==> src/rtl/isc_pkg.sv <==
package isc_pkg;
    localparam int STAT_W = 16;

    localparam logic [7:0] OFS_POLL   = 8'h38;
    localparam logic [7:0] OFS_MASK   = 8'h3C;
    localparam logic [7:0] OFS_STATUS = 8'h3E;
    localparam logic [7:0] OFS_COUNT  = 8'h48;
    localparam logic [7:0] OFS_CMP    = 8'h58;

    localparam int BIT_SWINT   = 8;
    localparam int BIT_TIMEOUT = 14;
    localparam int BIT_SYSERR  = 15;

    typedef enum logic [0:0] {
        T_IDLE  = 1'b0,
        T_ARMED = 1'b1
    } tmr_state_e;
endpackage

==> src/rtl/isc_regif.sv <==
module isc_regif
    import isc_pkg::*;
#(
    parameter int ADDR_W = 8,
    parameter int DATA_W = 32,
    parameter int TMR_W  = 32
) (
    input  logic [ADDR_W-1:0] bus_addr,
    input  logic              bus_wr,
    input  logic [DATA_W-1:0] bus_wdata,
    input  logic [STAT_W-1:0] status_q,
    input  logic [STAT_W-1:0] mask_q,
    input  logic [TMR_W-1:0]  cnt_q,
    input  logic [TMR_W-1:0]  cmp_q,
    output logic [STAT_W-1:0] stat_clr,
    output logic              mask_we,
    output logic              poll_sw,
    output logic              cnt_we,
    output logic              cmp_we,
    output logic [DATA_W-1:0] bus_rdata
);
    logic hit_poll, hit_mask, hit_stat, hit_cnt, hit_cmp;

    always_comb begin
        hit_poll = (bus_addr == ADDR_W'(OFS_POLL));
        hit_mask = (bus_addr == ADDR_W'(OFS_MASK));
        hit_stat = (bus_addr == ADDR_W'(OFS_STATUS));
        hit_cnt  = (bus_addr == ADDR_W'(OFS_COUNT));
        hit_cmp  = (bus_addr == ADDR_W'(OFS_CMP));
    end

    always_comb begin
        stat_clr = (bus_wr && hit_stat) ? bus_wdata[STAT_W-1:0] : '0;
        mask_we  = bus_wr && hit_mask;
        poll_sw  = bus_wr && hit_poll && bus_wdata[0];
        cnt_we   = bus_wr && hit_cnt;
        cmp_we   = bus_wr && hit_cmp;
    end

    always_comb begin
        bus_rdata = '0;
        if (hit_mask)      bus_rdata = DATA_W'(mask_q);
        else if (hit_stat) bus_rdata = DATA_W'(status_q);
        else if (hit_cnt)  bus_rdata = DATA_W'(cnt_q);
        else if (hit_cmp)  bus_rdata = DATA_W'(cmp_q);
    end
endmodule

==> src/rtl/isc_timer.sv <==
module isc_timer
    import isc_pkg::*;
#(
    parameter int TMR_W = 32
) (
    input  logic             clk,
    input  logic             rst_n,
    input  logic             cnt_we,
    input  logic             cmp_we,
    input  logic [TMR_W-1:0] cmp_wdata,
    output logic [TMR_W-1:0] cnt_q,
    output logic [TMR_W-1:0] cmp_q,
    output logic             timeout_evt
);
    tmr_state_e state_q, state_d;

    // free-running count, cleared by any write
    always_ff @(posedge clk) begin
        if (!rst_n)      cnt_q <= '0;
        else if (cnt_we) cnt_q <= '0;
        else             cnt_q <= cnt_q + TMR_W'(1);
    end

    always_ff @(posedge clk) begin
        if (!rst_n)      cmp_q <= '0;
        else if (cmp_we) cmp_q <= cmp_wdata;
    end

    // state register
    always_ff @(posedge clk) begin
        if (!rst_n) state_q <= T_IDLE;
        else        state_q <= state_d;
    end

    // next state: arm / disarm on compare writes
    always_comb begin
        state_d = state_q;
        unique case (state_q)
            T_IDLE:  if (cmp_we && (cmp_wdata != '0)) state_d = T_ARMED;
            T_ARMED: if (cmp_we && (cmp_wdata == '0)) state_d = T_IDLE;
            default: state_d = T_IDLE;
        endcase
    end

    // outputs
    always_comb begin
        timeout_evt = 1'b0;
        unique case (state_q)
            T_IDLE:  timeout_evt = 1'b0;
            T_ARMED: timeout_evt = (cnt_q == cmp_q);
            default: timeout_evt = 1'b0;
        endcase
    end
endmodule

==> src/rtl/isc_status.sv <==
module isc_status
    import isc_pkg::*;
(
    input  logic              clk,
    input  logic              rst_n,
    input  logic [STAT_W-1:0] ev_set,
    input  logic [STAT_W-1:0] stat_clr,
    input  logic              mask_we,
    input  logic [STAT_W-1:0] mask_wdata,
    output logic [STAT_W-1:0] status_q,
    output logic [STAT_W-1:0] mask_q,
    output logic              irq
);
    // one sticky cell per bit; set has priority over clear
    for (genvar i = 0; i < STAT_W; i++) begin : g_bit
        always_ff @(posedge clk) begin
            if (!rst_n)           status_q[i] <= 1'b0;
            else if (ev_set[i])   status_q[i] <= 1'b1;
            else if (stat_clr[i]) status_q[i] <= 1'b0;
        end
    end

    always_ff @(posedge clk) begin
        if (!rst_n)       mask_q <= '0;
        else if (mask_we) mask_q <= mask_wdata;
    end

    always_comb irq = |(status_q & mask_q);
endmodule

==> src/rtl/irq_status_ctrl.sv <==
module irq_status_ctrl
    import isc_pkg::*;
#(
    parameter int ADDR_W = 8,
    parameter int DATA_W = 32,
    parameter int HW_EV  = 8,
    parameter int TMR_W  = 32
) (
    input  logic              clk,
    input  logic              rst_n,
    input  logic [ADDR_W-1:0] bus_addr,
    input  logic              bus_wr,
    input  logic [DATA_W-1:0] bus_wdata,
    output logic [DATA_W-1:0] bus_rdata,
    input  logic [HW_EV-1:0]  hw_event,
    input  logic              sys_err,
    output logic              irq
);
    localparam int GAP_W = BIT_TIMEOUT - BIT_SWINT - 1;

    logic [STAT_W-1:0] status_q, mask_q, stat_clr, ev_set;
    logic [TMR_W-1:0]  cnt_q, cmp_q;
    logic mask_we, poll_sw, cnt_we, cmp_we, timeout_evt;

    isc_regif #(.ADDR_W(ADDR_W), .DATA_W(DATA_W), .TMR_W(TMR_W)) regif_i (
        .bus_addr (bus_addr),
        .bus_wr   (bus_wr),
        .bus_wdata(bus_wdata),
        .status_q (status_q),
        .mask_q   (mask_q),
        .cnt_q    (cnt_q),
        .cmp_q    (cmp_q),
        .stat_clr (stat_clr),
        .mask_we  (mask_we),
        .poll_sw  (poll_sw),
        .cnt_we   (cnt_we),
        .cmp_we   (cmp_we),
        .bus_rdata(bus_rdata)
    );

    isc_timer #(.TMR_W(TMR_W)) timer_i (
        .clk        (clk),
        .rst_n      (rst_n),
        .cnt_we     (cnt_we),
        .cmp_we     (cmp_we),
        .cmp_wdata  (bus_wdata[TMR_W-1:0]),
        .cnt_q      (cnt_q),
        .cmp_q      (cmp_q),
        .timeout_evt(timeout_evt)
    );

    always_comb ev_set = {sys_err, timeout_evt, {GAP_W{1'b0}}, poll_sw, hw_event};

    isc_status status_i (
        .clk       (clk),
        .rst_n     (rst_n),
        .ev_set    (ev_set),
        .stat_clr  (stat_clr),
        .mask_we   (mask_we),
        .mask_wdata(bus_wdata[STAT_W-1:0]),
        .status_q  (status_q),
        .mask_q    (mask_q),
        .irq       (irq)
    );
endmodule

==> config.mk <==
export PLATFORM = sky130hd
export DESIGN_NAME = irq_status_ctrl
export DESIGN_NICKNAME = d
export VERILOG_FILES = /design/src/rtl/isc_pkg.sv /design/src/rtl/isc_regif.sv /design/src/rtl/isc_timer.sv /design/src/rtl/isc_status.sv /design/src/rtl/irq_status_ctrl.sv
export SDC_FILE = /design/constraint.sdc
export NUM_CORES = 1
export LEC_CHECK = 0
export ABC_CLOCK_PERIOD_IN_PS = 2410
export BUFFER_PORTS_ARGS = -buffer_cell sky130_fd_sc_hd__buf_2
export CORE_UTILIZATION = 45
export CTS_CLUSTER_DIAMETER = 80
export DETAILED_ROUTE_END_ITERATION = 8
export HOLD_SLACK_MARGIN = 0.05
export PLACE_DENSITY = 0.72
export REMOVE_ABC_BUFFERS = 1
export SYNTH_ARGS = -nofsm -noshare
export SYNTH_HDL_FRONTEND = slang
export SYNTH_SLANG_ARGS = --single-unit
==> constraint.sdc <==
create_clock -name clk -period 2.41 [get_ports clk]
set_input_delay 0.241 -clock clk [delete_from_list [all_inputs] [get_ports clk]]
set_output_delay 0.241 -clock clk [all_outputs]
set_load 0.05 [all_outputs]
* Word level (Yosys, flattened, before mapping)
Cells that the tools add are included.
Widths: inputs -> output; s select.
** Storage, ports and cells
- Register bits :: 92
- Bits in latches :: 0
- Bits in writable memories :: 0
- Memory bits (read-only) :: 0
- Input port bits :: 52
- Output and inout port bits :: 33
- Memories :: 0
** Cells by class
- Add/sub/neg operators :: 1
- $mul :: 0
- Div/mod/pow operators :: 0
- Magnitude comparators :: 0
- Equality and inequality tests :: 6
- Shift operators :: 0
- Mux-type cells :: 31
- Bitwise logic cells :: 3
- Reductions and logical operators :: 23
** Operators with widths (number)
- $mux 32 :: 4
- $add 32x1->32 const B :: 1
- $eq 32x32->1 :: 1
- $logic_not 32->1 :: 1
- $reduce_bool 32->1 :: 1
- $eq 8x6->1 const B :: 3
- $mux 1 :: 24
- $reduce_bool 2->1 :: 11
- $and 16x16->16 :: 1
- $eq 8x7->1 const B :: 2
- $mux 16 :: 1
- $reduce_or 16->1 :: 1
- $logic_and 1x1->1 :: 8
- $pmux 1 s2 :: 2
- $not 1->1 :: 2
- $reduce_or 2->1 :: 1

* Longest topological paths before layout
- Word-level depth :: 5
- Depth in mapped cells :: 8
- Depth with buffers taken out :: 6

* Modules after synthesis
From an unflattened synthesis, not the netlist that was laid out.
** Second synthesis, totals
- Cells, all modules :: 608
- Area, all modules :: 5597.9 um^2
** By module, submodules not included
- isc_timer :: times used 1, cells an instance 342, area each 3189.3 um^2, seq. area each 1301.2 um^2
- isc_status :: times used 1, cells an instance 110, area each 1255.0 um^2, seq. area each 640.6 um^2
- isc_regif :: times used 1, cells an instance 155, area each 1149.9 um^2, seq. area each 0.0 um^2
- irq_status_ctrl :: times used 1, cells an instance 1, area each 3.8 um^2, seq. area each 0.0 um^2

* Worst setup path after synthesis
Ideal clock, no wire load.
- Kind :: input port to output port
- From :: input bus_addr[1]
- To :: output bus_rdata[11]
- Arrival :: 2842 ps
- Required time :: 2169 ps
- Setup slack :: -673 ps
- Stages :: 6
- Buffers on the path :: 3
- Cells stage by stage :: buf_2 > or4b_4 > or4b_1 > buf_2 > clkbuf_1 > o21ai_0
** On the way
- Word-level cells in the longest chain between the ends :: 5
- Elaborated cells between the ends (all ways) :: 8
- Classes of those cells :: 4 x eq/ne; 4 x mux
** RTL lines
- from (decl) :: RTL line irq_status_ctrl.sv:11 : input logic [ADDR_W-1:0] bus_addr,
- $eq 8x7->1 :: RTL line isc_regif.sv:29 : hit_cmp = (bus_addr == ADDR_W'(OFS_CMP));
- $mux 32 :: RTL line isc_regif.sv:45 : else if (hit_cmp) bus_rdata = DATA_W'(cmp_q);
- $mux 32 :: RTL line isc_regif.sv:44 : else if (hit_cnt) bus_rdata = DATA_W'(cnt_q);
- $mux 32 :: RTL line isc_regif.sv:43 : else if (hit_stat) bus_rdata = DATA_W'(status_q);
- $mux 32 (*) :: RTL line isc_regif.sv:42 : if (hit_mask) bus_rdata = DATA_W'(mask_q);
- to (decl) :: RTL line irq_status_ctrl.sv:14 : output logic [DATA_W-1:0] bus_rdata,
Every way passes the cells marked *; elsewhere a longest branch is shown, timed or not.

* Worst setup path after layout
- From :: input bus_addr[1]
- To :: output bus_rdata[10]
Same word-level chain as after synthesis.

==> results.json <==
{
  "outcome": "finished clean",
  "required_ps": 2170,
  "crit_slowest_cell": "or4b_4",
  "rr_worst_depth": 6,
  "synth_area_leaders": "dfxtp_1 (38%), nand2_1 (9.2%), mux2i_1 (8.9%), xor2_1 (7.1%), a21boi_0 (6.2%)",
  "final_common_cell": "nand2_1",
  "numCtsBuffers": 9,
  "syn_avg_cell_area_sq_um": 8.27,
  "hpwl_microns": 8950,
  "cts_root_buffer": "clkbuf_8",
  "yosys_warnings": 0,
  "synthFlopType": "dfxtp_1",
  "drcViolationCount": 0,
  "grt.overflow.total": 0,
  "internal-power_w": 0.00199,
  "tightest_slew_ps": 592,
  "cpMostUsedCell": "buf_2",
  "cp-end-kind": "primary output",
  "die_w_microns": 106,
  "htree_levels": 3,
  "syn_inst": 583,
  "cp_max_fo": 33,
  "clock_skew_ps": 7.59,
  "placement.io_buffers": 84,
  "start_util": 0.465,
  "finalNetCount": 706,
  "syn-cell-area_sq_um": 4820,
  "synth_area_leader_cell": "dfxtp_1",
  "ant_nets": 0,
  "max_freq_ghz": 0.429,
  "diodes": 0,
  "cp_num_buf_inv": 3,
  "yosysSeqAreaShare": 0.382,
  "hold_class": "primary input to flop",
  "fin_crit_ps": 2330,
  "power_frac_clock": 0.338,
  "synthDistinctLibCells": 43,
  "p_comb_frac": 0.074,
  "grt_pass1_vias": 3977,
  "cp.depth": 6,
  "placed_area_sq_um": 5400,
  "setup.worst_path.start": "bus_addr[1]",
  "cp_top_family": "simple AND/OR/NAND/NOR gates",
  "area.growth.synth_to_final_pct": 15.4,
  "crit_end": "bus_rdata[10]",
  "synth_edf_count": 0,
  "drt_iter0_drc": 181,
  "fin_tns_setup_ps": 0,
  "fp-row-count": 37,
  "grt.total_usage": 0.228,
  "io_pins": 85,
  "power.switching_w": 0.000648,
  "vias": 4259,
  "async_flop_share": 0,
  "fin_crit_sh": 0.966,
  "p_sw_frac": 0.246,
  "hold_viol": 0,
  "worstReg2RegStart": "timer_i.cnt_q[0]$_SDFF_PP0_",
  "synth.top_cell.area_share": 0.382,
  "power_leakage_nw": 2.20,
  "power_density_nw_per_um2": 474,
  "fin_util": 0.537,
  "antenna_found_initial": 1,
  "clk_latency_ps": 350,
  "rrSetupSlack_ps": 460,
  "critPathKind": "primary input to primary output",
  "grt_max_degree": 62,
  "slew_headroom": 0.605,
  "slowest_delay_ps": 540,
  "r2r_end": "timer_i.cnt_q[30]$_SDFF_PP0_",
  "wl_microns": 12200,
  "cap_violations": 0,
  "cts_tree": "yes",
  "sequentialPowerShare": 0.588,
  "ys_seq_elements": 92,
  "finalMaxSlewViolations": 0,
  "final_cell_mix": "nand2_1 (118), dfxtp_1 (92), buf_2 (82)",
  "drt-pass1-iter-count": 4,
  "avgViaCountPerCell": 5.37,
  "final_area_sq_um": 5570,
  "crit_arrival_ps": 2090,
  "grt_setup_unrepaired": "false",
  "setup_viol": 0,
  "die_h_microns": 106,
  "start_kind": "primary input",
  "cp_cell_sequence": "buf_2, or4b_4, or4b_1, buf_12, o21ai_0, buf_2",
  "core-area_sq_um": 10400,
  "globalplace.congestion": 0.870,
  "wl_per_cell_microns": 15.4,
  "path_clk_slew_ps": 90,
  "grt_pass1_wl_microns": 20100,
  "peakVddDrop_mv": 0.309,
  "fp.dieArea_sq_um": 11100,
  "cts_sinks": 92,
  "clockBufferDepth": 2,
  "drive_gt1_frac": 0.180
}
cells in the mapped netlist, types with 2 or more instances:
master / n
nand3_1: 13
clkbuf_1: 25
xor2_1: 39
dfxtp_1: 92
nand2_1: 118
nor4_1: 14
a21boi_0: 40
a22oi_1: 2
o21ai_0: 8
xnor2_1: 21
or3_1: 3
o22ai_1: 11
and3_1: 4
buf_6: 3
a21boi_1: 8
a21oi_1: 11
buf_2: 10
inv_1: 4
buf_1: 2
and2_1: 2
nor2b_1: 11
nand4_1: 21
nor2_1: 53
mux2i_1: 43
nor3_1: 3
and4_1: 5
cells by family after synthesis:
family          synth area share
simple gates               0.252
xor+xnor                   0.109
mux                       0.0892
fa+ha+maj                0.00259
buf+inv                   0.0415
flops                      0.382
compound gates             0.124
flip-flops by register name, summed over array words and instances, names as in the netlist, named ones only:
name / count
status_i.mask_q: 16
status_i.status_q: 11
timer_i.cmp_q: 32
timer_i.cnt_q: 32
power groups by stage:
| stage | clock network [W] | logic, W | registers [W] |
|---|---|---|---|
| after global placement | 0 | 0.000191 | 0.00159 |
| after global routing | 0.000979 | 0.000210 | 0.00155 |
| after floorplan | 0 | 0.0000733 | 0.00158 |
| final | 0.000891 | 0.000195 | 0.00155 |
| after CTS | 0.000898 | 0.000195 | 0.00155 |
| after detailed placement | 0 | 0.000194 | 0.00159 |
layout make-up:
type	count	area, sq um
clock inverters	5	30.0
well taps	136	170
clock buffers	10	128
fillers	1015	4800
flip-flops and latches	92	1840
inverters	4	15.0
multi-input cells	447	2780
repair buffers	99	601
through the flow:
step                      cells  hold slack (ps)  setup WS [ps]  power [W]
after floorplan             543              369           -695    0.00166
after global placement      778              453           94.7    0.00178
after detailed placement    778              459           62.6    0.00178
after CTS                   793              111           66.6    0.00264
after global routing        793              116           4.89    0.00274
final                       793              115           81.0    0.00264
worst min-delay path, cell delays in order:
cell and delay (ps):
buf_2 80, a21oi_1 30, nor2b_1 80
per-layer routing:
layer / share of wire / GRT usage / vias to the layer above
met4: 0.014 / 0.0556 / 2
li1: - / - / 2131
met3: 0.064 / 0.0322 / 16
met1: 0.46 / 0.312 / 1977
met5: 0.00082 / 0 / -
met2: 0.46 / 0.379 / 133
how the worst min path moves through the flow:
stage,slack (ps),start,cells after the start,end
floorplan,370,rst_n,1,status_i.status_q[0]$_SDFFE_PN0P_
global placement,450,status_i.mask_q[11]$_SDFFE_PN0P_,2,status_i.mask_q[11]$_SDFFE_PN0P_
detailed placement,460,status_i.mask_q[10]$_SDFFE_PN0P_,2,status_i.mask_q[10]$_SDFFE_PN0P_
CTS,110,hw_event[0],3,status_i.status_q[0]$_SDFFE_PN0P_
global route,120,hw_event[2],3,status_i.status_q[2]$_SDFFE_PN0P_
finish,110,hw_event[0],3,status_i.status_q[0]$_SDFFE_PN0P_
repair_timing:
| item | CTS | global route |
|---|---|---|
| resized for setup | 0 | 2 |
| setup endpoints to repair | 0 | 2 |
| hold buffers | 0 | 0 |
| buffers inserted | 0 | 0 |
Power figures use the tool's default switching activity.
